==> config.mk <==
export PLATFORM = sky130hd
export DESIGN_NAME = pflash_bus_front
export DESIGN_NICKNAME = d
export VERILOG_FILES = /design/src/rtl/pfb_pkg.sv /design/src/rtl/pfb_cycle_fsm.sv /design/src/rtl/pfb_addr_latch.sv /design/src/rtl/pfb_write_strobe.sv /design/src/rtl/pflash_bus_front.sv
export SDC_FILE = /design/constraint.sdc
export NUM_CORES = 1
export LEC_CHECK = 0
export BUFFER_PORTS_ARGS = -buffer_cell sky130_fd_sc_hd__buf_4
export CAP_MARGIN = 20
export CELL_PAD_IN_SITES_DETAIL_PLACEMENT = 1
export CELL_PAD_IN_SITES_GLOBAL_PLACEMENT = 2
export CORE_ASPECT_RATIO = 0.6
export CORE_MARGIN = 2
export CORE_UTILIZATION = 28
export DETAILED_ROUTE_END_ITERATION = 6
export PLACE_DENSITY_LB_ADDON = 0.2
export SLEW_MARGIN = 15
export SYNTH_ARGS = -nofsm -noshare
export SYNTH_HDL_FRONTEND = slang
export SYNTH_HIERARCHICAL = 1
export SYNTH_SLANG_ARGS = --single-unit
export TNS_END_PERCENT = 10
==> constraint.sdc <==
create_clock -name clk -period 1.27 [get_ports clk]
set_input_delay 0.0635 -clock clk [delete_from_list [all_inputs] [get_ports clk]]
set_output_delay 0.0635 -clock clk [all_outputs]
set_load 0.02 [all_outputs]
==> src/rtl/pfb_pkg.sv <==
package pfb_pkg;

    typedef enum logic [2:0] {
        ST_RESET,
        ST_STANDBY,
        ST_OUTDIS,
        ST_READ,
        ST_WRITE,
        ST_INVALID
    } pfb_state_e;

    // Word array stand-in: contents computed from the low address byte.
    function automatic logic [15:0] pfb_word(input logic [7:0] idx);
        return {idx ^ 8'h5A, ~idx};
    endfunction

    function automatic pfb_state_e pfb_classify(input logic ce_n,
                                                input logic oe_n,
                                                input logic we_n);
        if (ce_n)
            return ST_STANDBY;
        else if (!oe_n && !we_n)
            return ST_INVALID;
        else if (!oe_n)
            return ST_READ;
        else if (!we_n)
            return ST_WRITE;
        else
            return ST_OUTDIS;
    endfunction

endpackage

==> src/rtl/pfb_cycle_fsm.sv <==
module pfb_cycle_fsm
    import pfb_pkg::*;
(
    input  logic       clk,
    input  logic       rst_n,
    input  logic       ce_n,
    input  logic       oe_n,
    input  logic       we_n,
    input  logic       sync_mode,
    output pfb_state_e state,
    output logic       dq_oe,
    output logic       dq_dir_in,
    output logic       wait_oe,
    output logic       wait_val
);

    pfb_state_e prev_state;

    // State register: next state is the class of the sampled pins.
    always_ff @(posedge clk or negedge rst_n) begin
        if (!rst_n) begin
            state      <= ST_RESET;
            prev_state <= ST_RESET;
        end else begin
            prev_state <= state;
            state      <= pfb_classify(ce_n, oe_n, we_n);
        end
    end

    // Output decode from the registered state.
    always_comb begin
        dq_oe     = 1'b0;
        dq_dir_in = 1'b0;
        wait_oe   = 1'b0;
        wait_val  = 1'b0;
        unique case (state)
            ST_READ: begin
                dq_oe    = 1'b1;
                wait_oe  = 1'b1;
                wait_val = sync_mode && (prev_state != ST_READ);
            end
            ST_WRITE: dq_dir_in = 1'b1;
            ST_RESET, ST_STANDBY, ST_OUTDIS, ST_INVALID: ;
            default: ;
        endcase
    end

endmodule

==> src/rtl/pfb_addr_latch.sv <==
module pfb_addr_latch #(
    parameter int ADDR_W = 16
) (
    input  logic              clk,
    input  logic              rst_n,
    input  logic              sync_mode,
    input  logic              bus_clk,
    input  logic              adv_n,
    input  logic              ce_n,
    input  logic              we_n,
    input  logic [ADDR_W-1:0] addr_in,
    output logic [ADDR_W-1:0] lat_addr
);

    logic adv_q;
    logic bclk_q;
    logic armed;
    logic adv_rise;
    logic bclk_rise;
    logic sync_qual;

    assign adv_rise  = !adv_q && adv_n;
    assign bclk_rise = !bclk_q && bus_clk;
    assign sync_qual = !ce_n && we_n;

    always_ff @(posedge clk or negedge rst_n) begin
        if (!rst_n) begin
            lat_addr <= '0;
            adv_q    <= 1'b1;
            bclk_q   <= 1'b1;
            armed    <= 1'b1;
        end else begin
            adv_q  <= adv_n;
            bclk_q <= bus_clk;
            if (!sync_mode) begin
                if (!ce_n && !adv_n)
                    lat_addr <= addr_in;
                armed <= 1'b1;
            end else begin
                if (sync_qual) begin
                    if (adv_rise && armed) begin
                        lat_addr <= addr_in;
                    end else if (bclk_rise && !adv_n && armed) begin
                        lat_addr <= addr_in;
                        armed    <= 1'b0;
                    end
                end
                if (adv_n)
                    armed <= 1'b1;
            end
        end
    end

endmodule

==> src/rtl/pfb_write_strobe.sv <==
module pfb_write_strobe
    import pfb_pkg::*;
#(
    parameter int ADDR_W = 16,
    parameter int DATA_W = 16
) (
    input  logic              clk,
    input  logic              rst_n,
    input  pfb_state_e        state,
    input  logic              we_n,
    input  logic [ADDR_W-1:0] lat_addr,
    input  logic [DATA_W-1:0] dq_in,
    output logic              wr_stb,
    output logic [ADDR_W-1:0] wr_addr,
    output logic [DATA_W-1:0] wr_data
);

    logic write_end;
    assign write_end = (state == ST_WRITE) && we_n;

    always_ff @(posedge clk or negedge rst_n) begin
        if (!rst_n) begin
            wr_stb  <= 1'b0;
            wr_addr <= '0;
            wr_data <= '0;
        end else begin
            wr_stb <= write_end;
            if (write_end) begin
                wr_addr <= lat_addr;
                wr_data <= dq_in;
            end
        end
    end

endmodule

==> src/rtl/pflash_bus_front.sv <==
module pflash_bus_front
    import pfb_pkg::*;
#(
    parameter int ADDR_W = 16,
    parameter int DATA_W = 16,
    parameter int BLK_W  = 3
) (
    input  logic              clk,
    input  logic              bus_rst_n,
    input  logic              sync_mode,
    input  logic              bus_clk,
    input  logic              bus_adv_n,
    input  logic              bus_ce_n,
    input  logic              bus_oe_n,
    input  logic              bus_we_n,
    input  logic [ADDR_W-1:0] bus_addr,
    input  logic [DATA_W-1:0] dq_in,
    output logic [DATA_W-1:0] dq_out,
    output logic              dq_oe,
    output logic              dq_dir_in,
    output logic              wait_oe,
    output logic              wait_val,
    output logic [ADDR_W-1:0] lat_addr,
    output logic [BLK_W-1:0]  blk_idx,
    output logic              wr_stb,
    output logic [ADDR_W-1:0] wr_addr,
    output logic [DATA_W-1:0] wr_data
);

    localparam int IDX_W = 8;

    pfb_state_e state;
    logic [15:0] word;

    pfb_cycle_fsm u_fsm (
        .clk       (clk),
        .rst_n     (bus_rst_n),
        .ce_n      (bus_ce_n),
        .oe_n      (bus_oe_n),
        .we_n      (bus_we_n),
        .sync_mode (sync_mode),
        .state     (state),
        .dq_oe     (dq_oe),
        .dq_dir_in (dq_dir_in),
        .wait_oe   (wait_oe),
        .wait_val  (wait_val)
    );

    pfb_addr_latch #(.ADDR_W(ADDR_W)) u_latch (
        .clk       (clk),
        .rst_n     (bus_rst_n),
        .sync_mode (sync_mode),
        .bus_clk   (bus_clk),
        .adv_n     (bus_adv_n),
        .ce_n      (bus_ce_n),
        .we_n      (bus_we_n),
        .addr_in   (bus_addr),
        .lat_addr  (lat_addr)
    );

    pfb_write_strobe #(.ADDR_W(ADDR_W), .DATA_W(DATA_W)) u_wstb (
        .clk      (clk),
        .rst_n    (bus_rst_n),
        .state    (state),
        .we_n     (bus_we_n),
        .lat_addr (lat_addr),
        .dq_in    (dq_in),
        .wr_stb   (wr_stb),
        .wr_addr  (wr_addr),
        .wr_data  (wr_data)
    );

    assign word    = pfb_word(lat_addr[IDX_W-1:0]);
    assign dq_out  = dq_oe ? DATA_W'(word) : '0;
    assign blk_idx = lat_addr[ADDR_W-1 -: BLK_W];

endmodule

==> results.py <==
metrics = {
    "floorplan": {
        "start_util_pct": 28.6,
        "core_um2": 9770,
        "chipWidth_um": 133,
        "die_area_um2": 10800,
        "dieHeight_um": 81.4,
        "ios": 112,
        "rows": 28,
    },
    "worst_hold_path": {
        "min_path_type": "primary input to register",
    },
    "placed_design": {
        "dp_hpwl_um": 5590,
        "pre_cts_slack_ps": -142,
        "io_buffers": 111,
        "placedCellCount": 443,
        "place.gp.congestion": 0.698,
    },
    "yosys": {
        "synth_seq_area_share_pct": 52.0,
        "synth_top_area_share_pct": 49.2,
        "synth-simple-area-share_pct": 13.2,
        "synthXorXnorAreaFrac_pct": 0,
        "synth_cell_types": 30,
        "syn_nets": 246,
        "yosysWarningCount": 6,
        "syn_inst": 206,
        "yosys.area.top_type": "dfrtp_1",
        "synth_top_family_by_area": "multiplexers",
        "synthAdderAreaFrac_pct": 0,
        "avgSynthCellArea_um2": 13.6,
        "synth_area_um2": 2800,
        "muxShareOfSynthArea_pct": 16.8,
        "synth_compound_area_share_pct": 10.9,
        "synth_seq_cells": 58,
        "synthTopCellsByArea": "dfrtp_1 (49%), mux2_4 (16%), o211ai_1 (5.9%), nand2_1 (4.6%), o211ai_2 (4.5%)",
    },
    "clock_network": {
        "clk_latency_ps": 320,
        "cts_tree": "built",
        "cts_root_buffer": "clkbuf_16",
        "cts-buffers-inserted": 9,
        "clkSinkCount": 58,
        "clk_path_buf_depth": 2,
        "path_clk_slew_ps": 50,
        "htree_levels": 3,
    },
    "final_layout": {
        "multi_input_area_um2": 1180,
        "instances_no_fill": 499,
        "drive_gt1_share_pct": 54.1,
        "diodes": 0,
        "final_core_util_pct": 45.8,
        "fill_cells": 1025,
        "seqCellArea_um2": 1460,
        "nets": 399,
        "syn_to_final_growth_pct": 59.9,
    },
    "worst_setup_path": {
        "slowest_stage": "dfrtp_1",
        "critical_path.max_fanout": 14,
        "arrival_ps": 1420,
        "crit_buf_inv": 3,
        "worst_setup_path_start_kind": "register",
        "max_stage_delay_ps": 390,
        "critPathCaptureType": "output port",
        "critPathTopFamily": "buffers and inverters",
        "cp.required_ps": 1210,
        "crit_type": "register to output port",
        "crit_chain": "buf_6 -> nor2_4 -> buf_12 -> nor2b_4 -> buf_4",
    },
    "timing": {
        "worstMarginPinSlew_ps": 502,
        "setup_violations": 67,
        "worst_slack_ps": -213,
        "maxSlewHeadroom_pct": 66.5,
        "drv_slew": 0,
        "whs_ps": 9.17,
        "fin_skew_ps": 1.62,
        "fin_crit_ps": 1480,
        "fmax_ghz": 0.674,
        "final.period_utilization_pct": 117,
        "rsz0062_at_grt": "yes",
        "hold_violations": 0,
    },
    "run_status": {
        "outcome": "finished with violations",
        "failed_checks": "negative setup slack",
    },
    "pwr": {
        "power.leakage_nw": 2.13,
        "ir_drop_uv": 665,
        "p_total_mw": 6.93,
        "power_density_nw_per_um2": 1550,
    },
    "routing": {
        "wirelength_um": 8400,
        "drtAntennaViolNets": 0,
        "vias_per_cell": 4.44,
        "initialDrtViolationCount": 104,
        "wl_per_cell_um": 16.8,
        "drt_drc_violations_left": 0,
        "vias": 2218,
        "dr.pass1.iters": 4,
    },
    "global_route": {
        "grt_usage_pct": 16.0,
        "overflow": 0,
        "grt_max_degree": 36,
        "grt_antenna_before_repair": 0,
        "grt_pass1_wl_um": 12900,
        "grt_pass1_vias": 2323,
    },
    "flow_run": {
        "cap_viol_max_count": 0,
    },
}
report_power, final:
group          total, mW  switching [mW]  internal, mW  leakage (nW)
Clock               2.26           0.791          1.47         0.143
Sequential          2.53           0.309          2.23         0.723
Combinational       2.13            1.00          1.13          1.26
Total               6.93            2.10          4.83          2.13
placed cells by master, fill, tap and decap left out, drive strengths merged, types with 3 or more instances in the layout:
master,n
o211ai,32
dfstp,3
dlygate4sd3,40
nand2,34
buf,124
and2,4
mux2,32
clkbuf,14
nor2b,8
dfrtp,55
cell type report:
type / instances / share of cell area, %
repair buffers: 164 / 31.0
clock buffers: 14 / 6.12
multi-input cells: 126 / 26.3
clock inverters: 2 / 0.224
flip-flops and latches: 58 / 32.5
well taps: 135 / 3.78
sequential cells by signal (all words and copies together) (netlist names):
register          cells
u_wstb/wr_data       16
u_latch/armed         1
u_latch/bclk_q        1
u_wstb/wr_addr       16
u_fsm/state           3
u_latch/adv_q         1
u_wstb/wr_stb         1
u_latch/lat_addr     16
u_fsm/prev_state      3
layer usage:
| layer | up-vias | wire length [um] | GRT usage, % |
|---|---|---|---|
| met2 | 75 | 3660 | 24.8 |
| met4 | 0 | 83 | 4.41 |
| met1 | 1105 | 4220 | 21.7 |
| met5 | - | 0 | 0 |
| met3 | 10 | 441 | 5.31 |
| li1 | 1028 | - | - |
kinds of logic after synthesis:
kind of cell	after synthesis
flip-flops	58
multiplexers	32
AO/OA/AOI/OAI	33
buffers and inverters	22
AND/OR/NAND/NOR	61
worst reg2reg max path, delay by kind of cell (launching register included):
| family | cells | cell delay, ps |
|---|---|---|
| mux | 1 | 390 |
| simple gates | 1 | 350 |
| buf+inv | 1 | 220 |
| flops | 1 | 370 |
synth_stat cells (all sizes together):
cell     instances
and3b            1
nor2             2
nand2b           1
mux2            32
o211ai          32
nand3b           1
dfrtp           55
and4bb           1
nand2           34
or3              1
and4b            1
nor3             1
o21a             1
nor2b            8
and2             4
nand4bb          1
and2b            2
buf             20
dfstp            3
clkbuf           2
nor4b            1
nor3b            2
metrics by stage:
stage	instance area (um^2)	setup TNS, ps
after floorplan	2810	-2970
after global placement	3750	-4350
after detailed placement	3750	-4630
after CTS	4470	-8330
after global routing	4470	-10970
final	4470	-7630
worst paths after layout:
check | start | endpoint | slack, ps | depth (start not counted)
worst max-delay path | u_fsm/state[2] | dq_out[1] | -210 | 5
worst min-delay path | bus_adv_n | u_latch/armed | 9 | 2
worst max register to register | u_fsm/state[1] | u_wstb/wr_data[15] | -180 | 3
worst min register to register | u_latch/armed | u_latch/armed | 490 | 2
max in group asynchronous | bus_rst_n | u_wstb/wr_data[11] | 510 | 3
min in group asynchronous | bus_rst_n | u_wstb/wr_addr[7] | 260 | 2
what timing repair did:
action / in CTS / in global routing
setup endpoints to repair: 68 / 68
hold endpoints to repair: 68 / 0
gates resized for setup: 7 / 2
buffers inserted: 0 / 0
pin swaps: 14 / 3
hold buffers: 40 / 0
(Power assumes the default switching activity.)
